<file path="src/rtl/prio_irq_pkg.sv">
package prio_irq_pkg;

    localparam int ADDR_W = 2;

    typedef enum logic [ADDR_W-1:0] {
        SEL_PEND   = 2'd0,
        SEL_ENABLE = 2'd1,
        SEL_VECTOR = 2'd2,
        SEL_SPARE  = 2'd3
    } reg_sel_e;

endpackage

</file>
<file path="src/rtl/prio_irq_sync.sv">
module prio_irq_sync #(
    parameter int WIDTH  = 32,
    parameter int STAGES = 2
) (
    input  logic             clk,
    input  logic             rst_n,
    input  logic [WIDTH-1:0] async_i,
    output logic [WIDTH-1:0] sync_o
);
    typedef struct packed {
        logic [STAGES-1:0][WIDTH-1:0] chain;
    } sync_st_t;

    sync_st_t st_d, st_q;

    always_comb begin
        st_d = st_q;
        st_d.chain[0] = async_i;
        for (int s = 1; s < STAGES; s++) begin
            st_d.chain[s] = st_q.chain[s-1];
        end
    end

    always_ff @(posedge clk or negedge rst_n) begin
        if (!rst_n) st_q <= '0;
        else        st_q <= st_d;
    end

    assign sync_o = st_q.chain[STAGES-1];

endmodule

</file>
<file path="src/rtl/prio_irq_regs.sv">
module prio_irq_regs
    import prio_irq_pkg::*;
#(
    parameter int NUM_SRC = 32
) (
    input  logic               clk,
    input  logic               rst_n,
    input  logic [NUM_SRC-1:0] req_i,
    input  logic               we_i,
    input  logic [ADDR_W-1:0]  addr_i,
    input  logic [NUM_SRC-1:0] wdata_i,
    output logic [NUM_SRC-1:0] pend_o,
    output logic [NUM_SRC-1:0] enable_o
);
    typedef struct packed {
        logic [NUM_SRC-1:0] pend;
        logic [NUM_SRC-1:0] enable;
    } regs_st_t;

    regs_st_t st_d, st_q;
    logic [NUM_SRC-1:0] clr_mask;

    always_comb begin
        clr_mask = (we_i && addr_i == SEL_PEND) ? wdata_i : '0;
        st_d = st_q;
        if (we_i && addr_i == SEL_ENABLE) begin
            st_d.enable = wdata_i;
        end
        st_d.pend = (st_q.pend & ~clr_mask) | req_i;
    end

    always_ff @(posedge clk or negedge rst_n) begin
        if (!rst_n) st_q <= '0;
        else        st_q <= st_d;
    end

    assign pend_o   = st_q.pend;
    assign enable_o = st_q.enable;

    // a pending bit only drops when a clear hits it
    p_pend_sticky_r2: assert property (@(posedge clk) disable iff (!rst_n)
        $past(rst_n) |-> ((($past(st_q.pend) & ~$past(clr_mask)) & ~st_q.pend) == '0));

    // a synchronised request always leaves its bit set
    p_set_wins_r7: assert property (@(posedge clk) disable iff (!rst_n)
        $past(rst_n) |-> (($past(req_i) & ~st_q.pend) == '0));

    // the enable word changes only on a write to its offset
    p_enable_hold_r8: assert property (@(posedge clk) disable iff (!rst_n)
        !(we_i && addr_i == SEL_ENABLE) |=> $stable(st_q.enable));

endmodule

</file>
<file path="src/rtl/prio_irq_encode.sv">
module prio_irq_encode #(
    parameter int NUM_SRC = 32,
    localparam int IDX_W  = $clog2(NUM_SRC)
) (
    input  logic [NUM_SRC-1:0] masked_i,
    output logic               valid_o,
    output logic [IDX_W-1:0]   idx_o
);
    // Walk up from the least significant bit so the most significant set bit,
    // the lowest-numbered source, is the last to be written.
    always_comb begin
        valid_o = 1'b0;
        idx_o   = '0;
        for (int b = 0; b < NUM_SRC; b++) begin
            if (masked_i[b]) begin
                valid_o = 1'b1;
                idx_o   = IDX_W'(NUM_SRC - 1 - b);
            end
        end
    end

    // a clear valid flag only when nothing qualifies
    always_comb begin
        a_none_r5: assert (valid_o || masked_i == '0);
    end

    // the chosen bit is set and no more significant bit is set
    always_comb begin
        if (valid_o) begin
            a_pick_set_r4: assert (masked_i[NUM_SRC-1-int'(idx_o)]);
            a_pick_top_r4: assert ((masked_i >> (NUM_SRC - int'(idx_o))) == '0 || idx_o == '0);
        end
    end

endmodule

</file>
<file path="src/rtl/prio_irq_ctrl.sv">
module prio_irq_ctrl
    import prio_irq_pkg::*;
#(
    parameter int NUM_SRC     = 32,
    parameter int SYNC_STAGES = 2,
    parameter int DATA_W      = 32
) (
    input  logic               clk,
    input  logic               rst_n,
    input  logic [NUM_SRC-1:0] irq_src_i,
    input  logic [ADDR_W-1:0]  bus_addr_i,
    input  logic [DATA_W-1:0]  bus_wdata_i,
    input  logic               bus_we_i,
    output logic [DATA_W-1:0]  bus_rdata_o,
    output logic               cpu_irq_o
);
    localparam int IDX_W = $clog2(NUM_SRC);
    localparam int VEC_W = IDX_W + 1;

    typedef struct packed {
        logic irq;
    } top_st_t;

    top_st_t st_d, st_q;

    logic [NUM_SRC-1:0] req_sync;
    logic [NUM_SRC-1:0] pend;
    logic [NUM_SRC-1:0] enable;
    logic [NUM_SRC-1:0] masked;
    logic               vec_valid;
    logic [IDX_W-1:0]   vec_idx;
    logic [VEC_W-1:0]   vec_word;

    prio_irq_sync #(.WIDTH(NUM_SRC), .STAGES(SYNC_STAGES)) u_sync (
        .clk     (clk),
        .rst_n   (rst_n),
        .async_i (irq_src_i),
        .sync_o  (req_sync)
    );

    prio_irq_regs #(.NUM_SRC(NUM_SRC)) u_regs (
        .clk      (clk),
        .rst_n    (rst_n),
        .req_i    (req_sync),
        .we_i     (bus_we_i),
        .addr_i   (bus_addr_i),
        .wdata_i  (bus_wdata_i[NUM_SRC-1:0]),
        .pend_o   (pend),
        .enable_o (enable)
    );

    assign masked = pend & enable;

    prio_irq_encode #(.NUM_SRC(NUM_SRC)) u_enc (
        .masked_i (masked),
        .valid_o  (vec_valid),
        .idx_o    (vec_idx)
    );

    assign vec_word = {vec_valid, vec_idx};

    always_comb begin
        st_d     = st_q;
        st_d.irq = |masked;
    end

    always_ff @(posedge clk or negedge rst_n) begin
        if (!rst_n) st_q <= '0;
        else        st_q <= st_d;
    end

    assign cpu_irq_o = st_q.irq;

    always_comb begin
        unique case (reg_sel_e'(bus_addr_i))
            SEL_PEND:   bus_rdata_o = DATA_W'(pend);
            SEL_ENABLE: bus_rdata_o = DATA_W'(enable);
            SEL_VECTOR: bus_rdata_o = DATA_W'(vec_word);
            default:    bus_rdata_o = '0;
        endcase
    end

    // a raised interrupt follows a valid vector one cycle earlier
    p_irq_follows_r9: assert property (@(posedge clk) disable iff (!rst_n)
        cpu_irq_o |-> $past(vec_valid));

    // a valid vector raises the interrupt on the next cycle
    p_irq_rises_r9: assert property (@(posedge clk) disable iff (!rst_n)
        vec_valid |=> cpu_irq_o);

endmodule

</file>
<file path="config.mk">
export PLATFORM = sky130hd
export DESIGN_NAME = prio_irq_ctrl
export DESIGN_NICKNAME = d
export VERILOG_FILES = /design/src/rtl/prio_irq_pkg.sv /design/src/rtl/prio_irq_sync.sv /design/src/rtl/prio_irq_regs.sv /design/src/rtl/prio_irq_encode.sv /design/src/rtl/prio_irq_ctrl.sv
export SDC_FILE = /design/constraint.sdc
export NUM_CORES = 1
export LEC_CHECK = 0
export CAP_MARGIN = 10
export CORE_MARGIN = 1
export CORE_UTILIZATION = 65
export CTS_BUF_LIST = sky130_fd_sc_hd__clkbuf_8
export DETAILED_ROUTE_END_ITERATION = 12
export DONT_BUFFER_PORTS = 1
export PLACE_DENSITY_LB_ADDON = 0.3
export SYNTH_ARGS = -nofsm -noshare
export SYNTH_HDL_FRONTEND = slang
export SYNTH_SLANG_ARGS = --single-unit
</file>
<file path="constraint.sdc">
create_clock -name clk -period 1.7 [get_ports clk]
set_input_delay 0.255 -clock clk [delete_from_list [all_inputs] [get_ports clk]]
set_output_delay 0.255 -clock clk [all_outputs]
set_load 0.02 [all_outputs]
</file>
==> impl_metrics.csv, run 1 <==
group,metric,value,unit
sta,fin_tns_setup,-3530,ps
finish,drive_gt1_frac,0.304,
run,maxCapViolCount,0,
logic_synthesis,synth_ff_type,"dfrtp_1",
sta,max-slew-margin-rel,0.661,
logic_synthesis,synth_edf_count,0,
logic_synthesis,synth_seq_cells,129,
floorplan,dieArea,0.00822,mm2
placed_design,post_dp_cell_area,0.00560,mm2
logic_synthesis,yosysWarnings,0,
sta,rsz0062_at_grt,"yes",
setup_path,start_kind,"flop",
routing,drc,0,
sta,holdWs,-484,ps
logic_synthesis,synth_top_area_cell,"dfrtp_1",
sta,hold_viol,129,
grt,grt_pass1_vias,4258,
routing,vias,4161,
finish,antennaDiodeCount,0,
status,outcome,"finished, violations left",
routing,viasPerCell,6.52,
logic_synthesis,yosys-top-cells-area,"dfrtp_1 63%, mux2_2 6.4%, mux2i_1 6.3%",
power,ir_drop,0.944,mV
logic_synthesis,synth-async-reset-ratio,1.00,
clock_network,cts_buffers,17,
setup_path,cp_max_fo,4,
setup_path,arrival,2190,ps
setup_path,rr_worst_depth,6,
setup_path,cp-startpoint,"u_regs.pend_o[4]$_DFF_PN0_",
finish,final_area,0.00686,mm2
logic_synthesis,yosysTopAreaCellShare,0.632,
finish,final_nets,596,
setup_path,crit_end,"bus_rdata_o[0]",
floorplan,die_w,90.7,um
finish,area_growth,34.2,%
power,p_per_area,1130,mW/mm2
setup_path,cp-end-kind,"output pin",
setup_path,cp_data_required_time,1440,ps
sta,setup_ws,-743,ps
routing,routed_wl,15.9,mm
grt,grt_usage,0.374,
placed_design,dp_hpwl,7.35,mm
sta,max_freq,409,MHz
clock_network,insertion_delay,430,ps
grt,overflow,0,
grt,antenna_found_initial,0,
floorplan,start_util,0.690,
placed_design,globalplace.congestion,0.830,
routing,dr.pass1.iters,5,
sta,setup_violations,6,
clock_network,htree_levels,4,
floorplan,fp.dieH,90.7,um
setup_path,crit-reg2reg-launch,"u_regs.enable_o[2]$_DFFE_PN0P_",
clock_network,tritoncts,"yes",
routing,ant_nets,0,
setup_path,crit_type,"reg -> out",
logic_synthesis,synth_common_cells,"129 x dfrtp_1, 56 x nand2_1, 34 x a21o_1",
sta,final_max_slew_viol_count,0,
grt,grt_max_degree,130,
logic_synthesis,synth_cells,393,
clock_network,postCtsHoldBufs,64,
logic_synthesis,syn_avg_cell_area,13.0,um2
power,leakagePower,2.97,nW
sta,clock_skew,15.1,ps
placed_design,portBuffers,0,
floorplan,io_pins,102,
status,violations,"negative hold slack, negative setup slack",
worst_hold_path,min_path_type,"in -> async",
setup_path,r2r_setup_slack,70,ps
setup_path,rr_endpoint,"cpu_irq_o$_DFF_PN0_",
clock_network,cts.clk_slew.worst_paths,80,ps
clock_network,ctsRootBufferMaster,"clkbuf_8",
grt,grt_pass1_wl,22.8,mm
routing,wl_per_cell,25.0,um
logic_synthesis,yosysUniqueCellTypes,40,
routing,drt_iter0_markers,372,
logic_synthesis,yosysSeqAreaShare,0.632,
logic_synthesis,syn_nets,462,
sta,worstMarginPinSlew,509,ps
floorplan,row_count,31,
logic_synthesis,synth_most_common_cell,"dfrtp_1",
clock_network,clk_path_buf_depth,2,
sta,period_needed,2440,ps
logic_synthesis,synth_area,0.00511,mm2
sta,finalCritPeriodShare,1.44,
clock_network,clock_sinks,129,
floorplan,core-area,0.00741,mm2
[what timing repair did]
action                                  CTS  global route
gates cloned                              0             0
buffers inserted                          3             4
pin swaps                                11            12
endpoints found under the setup margin    6            11
endpoints found under the hold margin   217           129
gates resized for setup                  13            23
[routing by layer]
metal | vias up | global-route usage | wire (um)
met3 | 100 | 0.104 | 1460
met2 | 329 | 0.638 | 7800
met1 | 2061 | 0.443 | 5620
li1 | 1671 | - | -
met5 | - | 0 | 0
met4 | 0 | 0.167 | 1050
[area by class of cell]
type,count,area [um2]
Sequential cell,129,3230
Multi-Input combinational cell,249,1960
Timing Repair Buffer,129,1140
Fill cell,239,552
Clock buffer,17,234
Clock inverter,14,168
Tap cell,99,124
Inverter,1,3.75
[stage by stage]
stage               instances  worst slack [ps]  hold slack (ps)  utilization  total power [mW]
finish                    638              -743             -484        0.926              7.76
global route              638              -750             -507        0.926              7.99
CTS                       634              -566             -501        0.908              7.46
detailed placement        536              -264            -37.5        0.756              4.67
global placement          536              -250            -37.7        0.756              4.61
floorplan                 393              41.5            -40.6            -              4.24
[placed cells by master (no fill, tap or decap), types with 4 or more instances in the layout]
cell and n:
nand2_1 56, nor2_1 23, buf_4 62, dfrtp_1 129
nor2_2 6, a21o_1 33, clkinv_4 4, dlygate4sd3_1 64
a22oi_2 11, mux2_2 29, nand3_1 5, a22o_1 5
mux2i_1 32, clkbuf_8 17
[worst min path at each step]
stage / start / endpoint / slack [ps] / depth (start not counted)
after floorplan: rst_n / cpu_irq_o$_DFF_PN0_ / -40 / 0
after detailed placement: rst_n / u_sync.sync_o[28]$_DFF_PN0_ / -40 / 0
after CTS: rst_n / u_sync.st_d[56]$_DFF_PN0_ / -500 / 0
after global placement: rst_n / u_regs.pend_o[28]$_DFF_PN0_ / -40 / 0
after global routing: rst_n / u_sync.sync_o[0]$_DFF_PN0_ / -510 / 0
final: rst_n / u_regs.pend_o[5]$_DFF_PN0_ / -480 / 0
[kinds of logic (layout without fill, tap and decap cells)]
group                  Yosys count  in the layout  share of synthesized area
AND/OR/NAND/NOR                105            105                     0.0977
buffers and inverters           15            161                     0.0149
flip-flops                     129            129                      0.632
multiplexers                    64             64                      0.133
AO/OA/AOI/OAI                   80             80                      0.122
[report_power, final]
group | switching, mW | internal, mW
Clock | 1.24 | 1.44
Sequential | 0.239 | 3.32
Combinational | 0.782 | 0.750
[flip-flops by register name, indices dropped and copies added (netlist names)]
| register | cells |
|---|---|
| cpu_irq_o | 1 |
| u_regs.enable_o | 32 |
| u_sync.st_d | 32 |
| u_regs.pend_o | 32 |
| u_sync.sync_o | 32 |
[critical path: stages (launching register included)]
cell       delay [ps]
dfrtp_1           430
a22o_1            290
a31oi_4           200
o2111ai_2         160
a211oi_2          370
o22ai_1           130
buf_4             180
No activity file was read; power rests on OpenSTA's default activity.
==> run 2, diff against run 1 <==
Settings changed: CELL_PAD_IN_SITES_DETAIL_PLACEMENT from default to 0, CELL_PAD_IN_SITES_GLOBAL_PLACEMENT from default to 1, CORE_UTILIZATION 65 to 53, HOLD_SLACK_MARGIN from default to 0.1.
==> run 2 against run 1 <==
The run still ends with negative hold slack, negative setup slack left. Worst setup slack better by 120 ps. Highest routed layer unchanged. Critical path type unchanged. Global-route usage is 13 points lower. Clock skew is 7.6 ps lower.
==> impl_metrics.csv, run 2 (synthesis gave the netlist of run 1 again) <==
group,metric,value,unit
sta,max_freq,431,MHz
power,p_per_area,1080,mW/mm2
floorplan,io_pins,102,
finish,fill_cells,634,
grt,grt_pass1_vias,3813,
clock_network,cts.clk_slew.worst_paths,80,ps
setup_path,crit-reg2reg-launch,"u_regs.pend_o[26]$_DFF_PN0_",
setup_path,cp-end-kind,"output pin",
finish,final_cell_mix,"129 x dfrtp_1, 64 x dlygate4sd3_1, 62 x buf_4",
grt,grt_pass1_wl,18.6,mm
clock_network,insertion_delay,420,ps
sta,fin_tns_setup,-2810,ps
floorplan,dieArea,0.0100,mm2
setup_path,rr_worst_depth,6,
sta,hold_viol,129,
routing,dr.pass1.iters,4,
grt,overflow,0,
setup_path,slowest_delay,410,ps
sta,max-slew-margin-rel,0.681,
setup_path,cp_data_required_time,1440,ps
setup_path,start_kind,"flop",
setup_path,crit_type,"reg -> out",
finish,final_nets,601,
routing,wl_per_cell,17.6,um
floorplan,row_count,35,
grt,grt_max_degree,130,
sta,finalCritPeriodShare,1.36,
power,ir_drop,0.779,mV
floorplan,start_util,0.550,
routing,drt_iter0_markers,132,
sta,holdWs,-474,ps
clock_network,clk_path_buf_depth,2,
placed_design,post_dp_cell_area,0.00568,mm2
grt,antenna_found_initial,0,
finish,final_area,0.00696,mm2
setup_path,crit_chain,"a22o_1 -> a31oi_2 -> o2111ai_2 -> a211oi_4 -> o22ai_2 -> buf_6",
power,finalPower,7.52,mW
clock_network,clock_sinks,129,
routing,drc,0,
setup_path,r2r_setup_slack,70,ps
status,outcome,"finished, violations left",
clock_network,tritoncts,"yes",
clock_network,ctsRootBufferMaster,"clkbuf_8",
sta,setup_ws,-620,ps
finish,drive_gt1_frac,0.303,
routing,ant_nets,0,
sta,clock_skew,7.51,ps
sta,period_needed,2320,ps
setup_path,rr_endpoint,"cpu_irq_o$_DFF_PN0_",
grt,grt_usage,0.249,
floorplan,die_w,100,um
floorplan,fp.dieH,100,um
sta,setup_violations,6,
setup_path,cp-startpoint,"u_regs.pend_o[4]$_DFF_PN0_",
placed_design,globalplace.congestion,0.820,
finish,area_growth,36.2,%
finish,antennaDiodeCount,0,
setup_path,path_delay_family,"compound AO/OA/AOI/OAI gates",
worst_hold_path,min_path_type,"in -> async",
sta,rsz0062_at_grt,"yes",
power,leakagePower,3.01,nW
status,violations,"negative hold slack, negative setup slack",
run,maxCapViolCount,0,
sta,final_max_slew_viol_count,0,
setup_path,crit_slowest_cell,"dfrtp_1",
placed_design,portBuffers,0,
floorplan,core-area,0.00928,mm2
clock_network,postCtsHoldBufs,64,
routing,routed_wl,11.9,mm
routing,viasPerCell,5.40,
setup_path,cp_max_fo,3,
setup_path,crit_buf_inv,1,
sta,worstMarginPinSlew,478,ps
placed_design,dp_hpwl,7.31,mm
finish,final_common_cell,"dfrtp_1",
routing,vias,3642,
clock_network,cts_buffers,17,
placed_design,preCtsSetupSlack,-337,ps
setup_path,arrival,2070,ps
clock_network,htree_levels,4,
-- run 2: cell types whose count changed in the layout (fill, tap and decap cells not counted), sizes merged --
cell    previous run  this run
inv                3         6
buf               65        70
clkinv             7         6
bufinv             3         2
-- run 2: how the worst max path moves through the flow --
| stage | endpoint | slack, ps | cells after the start |
|---|---|---|---|
| floorplan | bus_rdata_o[1] | 40 | 5 |
| global placement | bus_rdata_o[0] | -300 | 6 |
| detailed placement | bus_rdata_o[0] | -340 | 6 |
| CTS | bus_rdata_o[0] | -600 | 6 |
| global route | bus_rdata_o[0] | -650 | 6 |
| finish | bus_rdata_o[0] | -620 | 6 |
-- run 2: routing by layer --
layer,vias up,part of all wire,global-route usage
met4,0,0.022,0.0892
met3,22,0.045,0.0487
li1,1682,-,-
met1,1832,0.42,0.318
met2,106,0.51,0.425
met5,-,0,0
-- run 2: cell type report --
| type | count | area, um2 | share of cell area |
|---|---|---|---|
| Clock buffer | 17 | 234 | 0.0336 |
| Clock inverter | 15 | 161 | 0.0232 |
| Inverter | 1 | 3.75 | 0.000539 |
| Multi-Input combinational cell | 249 | 1970 | 0.283 |
| Sequential cell | 129 | 3230 | 0.464 |
| Tap cell | 129 | 161 | 0.0232 |
| Timing Repair Buffer | 134 | 1200 | 0.173 |
-- run 2: per-stage QoR --
| stage | utilization | std cells |
|---|---|---|
| 2_1_floorplan | - | 393 |
| 3_3_place_gp | 0.612 | 570 |
| 3_5_place_dp | 0.612 | 570 |
| 4_1_cts | 0.737 | 671 |
| 5_1_grt | 0.750 | 674 |
| 6_report | 0.750 | 674 |
-- run 2: timing repair --
action,4_1_cts,5_1_grt
endpoints found under the hold margin,225,129
buffers inserted,5,3
gates cloned,0,0
pin swaps,16,7
resized for setup,18,20
endpoints found under the setup margin,6,6
-- run 2: power by group --
| part | switching [mW] | internal, mW |
|---|---|---|
| sequential | 0.187 | 3.31 |
| clock | 1.26 | 1.32 |
| combinational | 0.660 | 0.773 |
| total | 2.10 | 5.41 |
==> run 3, diff against run 2 <==
Settings changed: CORE_UTILIZATION 53 to 52, SYNTH_HIERARCHICAL from default to 1.
==> run 3 against run 2 <==
The run still ends with negative hold slack, negative setup slack left. Wire length is 6.8% higher. Total power is 1.6% higher. Largest cell class unchanged. Critical path depth is 3 higher. Cell area is 6.1% higher. Hold slack worse by 26 ps. Synthesized cell count is 15% higher. Non-clock buffer count is 29 higher. Clock power is 4% lower.
==> impl_metrics.csv, run 3 <==
group,metric,value,unit
status,outcome,"finished, violations left",
status,violations,"negative hold slack, negative setup slack",
power,finalPower,7.64,mW
placed_design,portBuffers,0,
clock_network,clock_sinks,129,
worst_hold_path,min_path_type,"in -> async",
clock_network,cts.clk_slew.worst_paths,70,ps
setup_path,crit-reg2reg-launch,"u_regs/pend_o[26]$_DFF_PN0_",
clock_network,clk_path_buf_depth,2,
logic_synthesis,synth_edf_count,0,
grt,overflow,0,
grt,grt_max_degree,130,
logic_synthesis,syn_nets,521,
finish,regArea,0.00323,mm2
routing,wl_per_cell,16.6,um
sta,hold_viol,129,
finish,final_cell_mix,"129 x dfrtp_1, 93 x buf_4, 67 x dlygate4sd3_1",
clock_network,cts_buffers,17,
finish,area_growth,40.2,%
setup_path,start_kind,"flop",
clock_network,insertion_delay,450,ps
routing,ant_nets,0,
logic_synthesis,synth_common_cells,"129 x dfrtp_1, 70 x nor2_1, 37 x inv_1",
floorplan,dieArea,0.0105,mm2
logic_synthesis,synth_ff_type,"dfrtp_1",
finish,fin_cells,765,
finish,final_area,0.00739,mm2
logic_synthesis,yosysWarnings,6,
finish,drive_gt1_frac,0.283,
power,p_per_area,1030,mW/mm2
sta,rsz0062_at_grt,"yes",
logic_synthesis,yosysUniqueCellTypes,39,
logic_synthesis,synth_top_area_cell,"dfrtp_1",
sta,final_max_slew_viol_count,0,
placed_design,globalplace.congestion,0.823,
routing,dr.pass1.iters,4,
floorplan,start_util,0.539,
placed_design,place_inst,659,
routing,viasPerCell,5.15,
clock_network,htree_levels,4,
clock_network,tritoncts,"yes",
setup_path,cp_data_required_time,1440,ps
sta,setup_ws,-824,ps
setup_path,arrival,2270,ps
setup_path,crit_type,"reg -> out",
finish,antennaDiodeCount,0,
setup_path,cp_max_fo,4,
placed_design,post_dp_cell_area,0.00611,mm2
finish,final_nets,690,
logic_synthesis,yosysSeqAreaShare,0.613,
setup_path,r2r_setup_slack,-430,ps
floorplan,fp.dieH,103,um
floorplan,row_count,36,
sta,worstMarginPinSlew,565,ps
setup_path,rr_worst_depth,4,
sta,max_freq,396,MHz
routing,vias,3943,
floorplan,core-area,0.00977,mm2
logic_synthesis,yosys-top-cells-area,"dfrtp_1 61%, mux2_1 6.4%, mux2i_1 6.1%",
finish,fill_cells,667,
clock_network,ctsRootBufferMaster,"clkbuf_8",
placed_design,dp_hpwl,7.59,mm
power,leakagePower,3.28,nW
clock_network,postCtsHoldBufs,67,
floorplan,die_w,103,um
setup_path,cp-end-kind,"output pin",
setup_path,crit_slowest_cell,"dfrtp_1",
logic_synthesis,synth_cells,452,
routing,drt_iter0_markers,107,
setup_path,rr_endpoint,"cpu_irq_o$_DFF_PN0_",
grt,grt_pass1_vias,4165,
sta,finalCritPeriodShare,1.48,
sta,clock_skew,9.02,ps
logic_synthesis,syn_avg_cell_area,11.7,um2
run,maxCapViolCount,0,
sta,max-slew-margin-rel,0.623,
grt,grt_usage,0.261,
logic_synthesis,synth_most_common_cell,"dfrtp_1",
logic_synthesis,synth-async-reset-ratio,1.00,
routing,drc,0,
grt,grt_pass1_wl,20.0,mm
power,ir_drop,0.804,mV
sta,setup_violations,7,
sta,holdWs,-500,ps
finish,final_common_cell,"dfrtp_1",
setup_path,slowest_delay,380,ps
sta,period_needed,2520,ps
setup_path,crit_chain,"and2_4 -> buf_6 -> nor4_4 -> a21oi_2 -> o21ai_1 -> a21oi_1 -> nor4b_2 -> nand2_1 -> o21ai_4",
floorplan,io_pins,102,
routing,routed_wl,12.7,mm
logic_synthesis,synth_area,0.00527,mm2
finish,multi_input_area,0.00208,mm2
logic_synthesis,synth_seq_cells,129,
grt,antenna_found_initial,0,
logic_synthesis,yosysTopAreaCellShare,0.613,
[run 3: changes by cell type after synthesis, sizes merged, moves of 11 or more]
cell,before,now
nand2,56,9
nor2,29,70
inv,1,37
a21o,34,1
and2,1,33
a31oi,4,32
a22oi,15,0
or4,0,11
[run 3: layout make-up]
type / count / share of cell area
inverters: 37 / 0.0188
well taps: 133 / 0.0225
clock inverters: 12 / 0.0164
repair buffers: 163 / 0.190
clock buffers: 18 / 0.0335
multi-input cells: 273 / 0.282
flip-flops and latches: 129 / 0.437
[run 3: worst max-delay path by stage]
| stage | startpoint | to | slack [ps] | cells after the start |
|---|---|---|---|---|
| floorplan | u_regs/enable_o[15]$_DFFE_PN0P_ | cpu_irq_o$_DFF_PN0_ | -330 | 4 |
| global placement | u_regs/pend_o[7]$_DFF_PN0_ | cpu_irq_o$_DFF_PN0_ | -380 | 4 |
| detailed placement | u_regs/pend_o[7]$_DFF_PN0_ | cpu_irq_o$_DFF_PN0_ | -390 | 4 |
| CTS | u_regs/pend_o[3]$_DFF_PN0_ | bus_rdata_o[0] | -840 | 8 |
| global route | u_regs/pend_o[3]$_DFF_PN0_ | bus_rdata_o[0] | -950 | 8 |
| finish | u_regs/pend_o[7]$_DFF_PN0_ | bus_rdata_o[2] | -820 | 9 |
[run 3: repair_timing]
item,4_1_cts,5_1_grt
buffers inserted,6,4
endpoints found under the setup margin,7,8
cloned,0,0
gates resized for setup,19,20
pin swaps,4,11
endpoints found under the hold margin,225,129
[run 3: critical path: cells and delay by family (launching register included)]
kind / cells / cell delay (ps)
buffers and inverters: 1 / 120
AND/OR/NAND/NOR: 4 / 880
AO/OA/AOI/OAI: 4 / 450
flip-flops: 1 / 380
[run 3: kinds of logic after synthesis]
kind of cell / count (synthesis) / share of synthesized area
AND/OR/NAND/NOR: 149 / 0.149
multiplexers: 64 / 0.129
AO/OA/AOI/OAI: 60 / 0.0715
flip-flops: 129 / 0.613
buffers and inverters: 50 / 0.0371
[run 3: power by group]
part	switching (mW)	internal [mW]
Clock	1.16	1.30
Combinational	0.807	0.927
Sequential	0.120	3.32
Total	2.09	5.55
[run 3: metrics by stage]
stage | hold WS [ps] | setup TNS, ps | setup WS, ps | utilization
after global routing | -539 | -5580 | -949 | 0.756
after global placement | -37.0 | -2130 | -381 | 0.625
final | -500 | -4840 | -824 | 0.756
after detailed placement | -36.0 | -2210 | -395 | 0.625
after CTS | -526 | -4880 | -837 | 0.745
after floorplan | -40.6 | -706 | -334 | -
[run 3: routing by layer]
layer | global-route usage | vias up | routed length (um)
li1 | - | 1898 | -
met1 | 0.300 | 1954 | 5310
met2 | 0.461 | 83 | 6740
met3 | 0.0820 | 8 | 519
met4 | 0.0857 | 0 | 101
met5 | 0 | - | 0
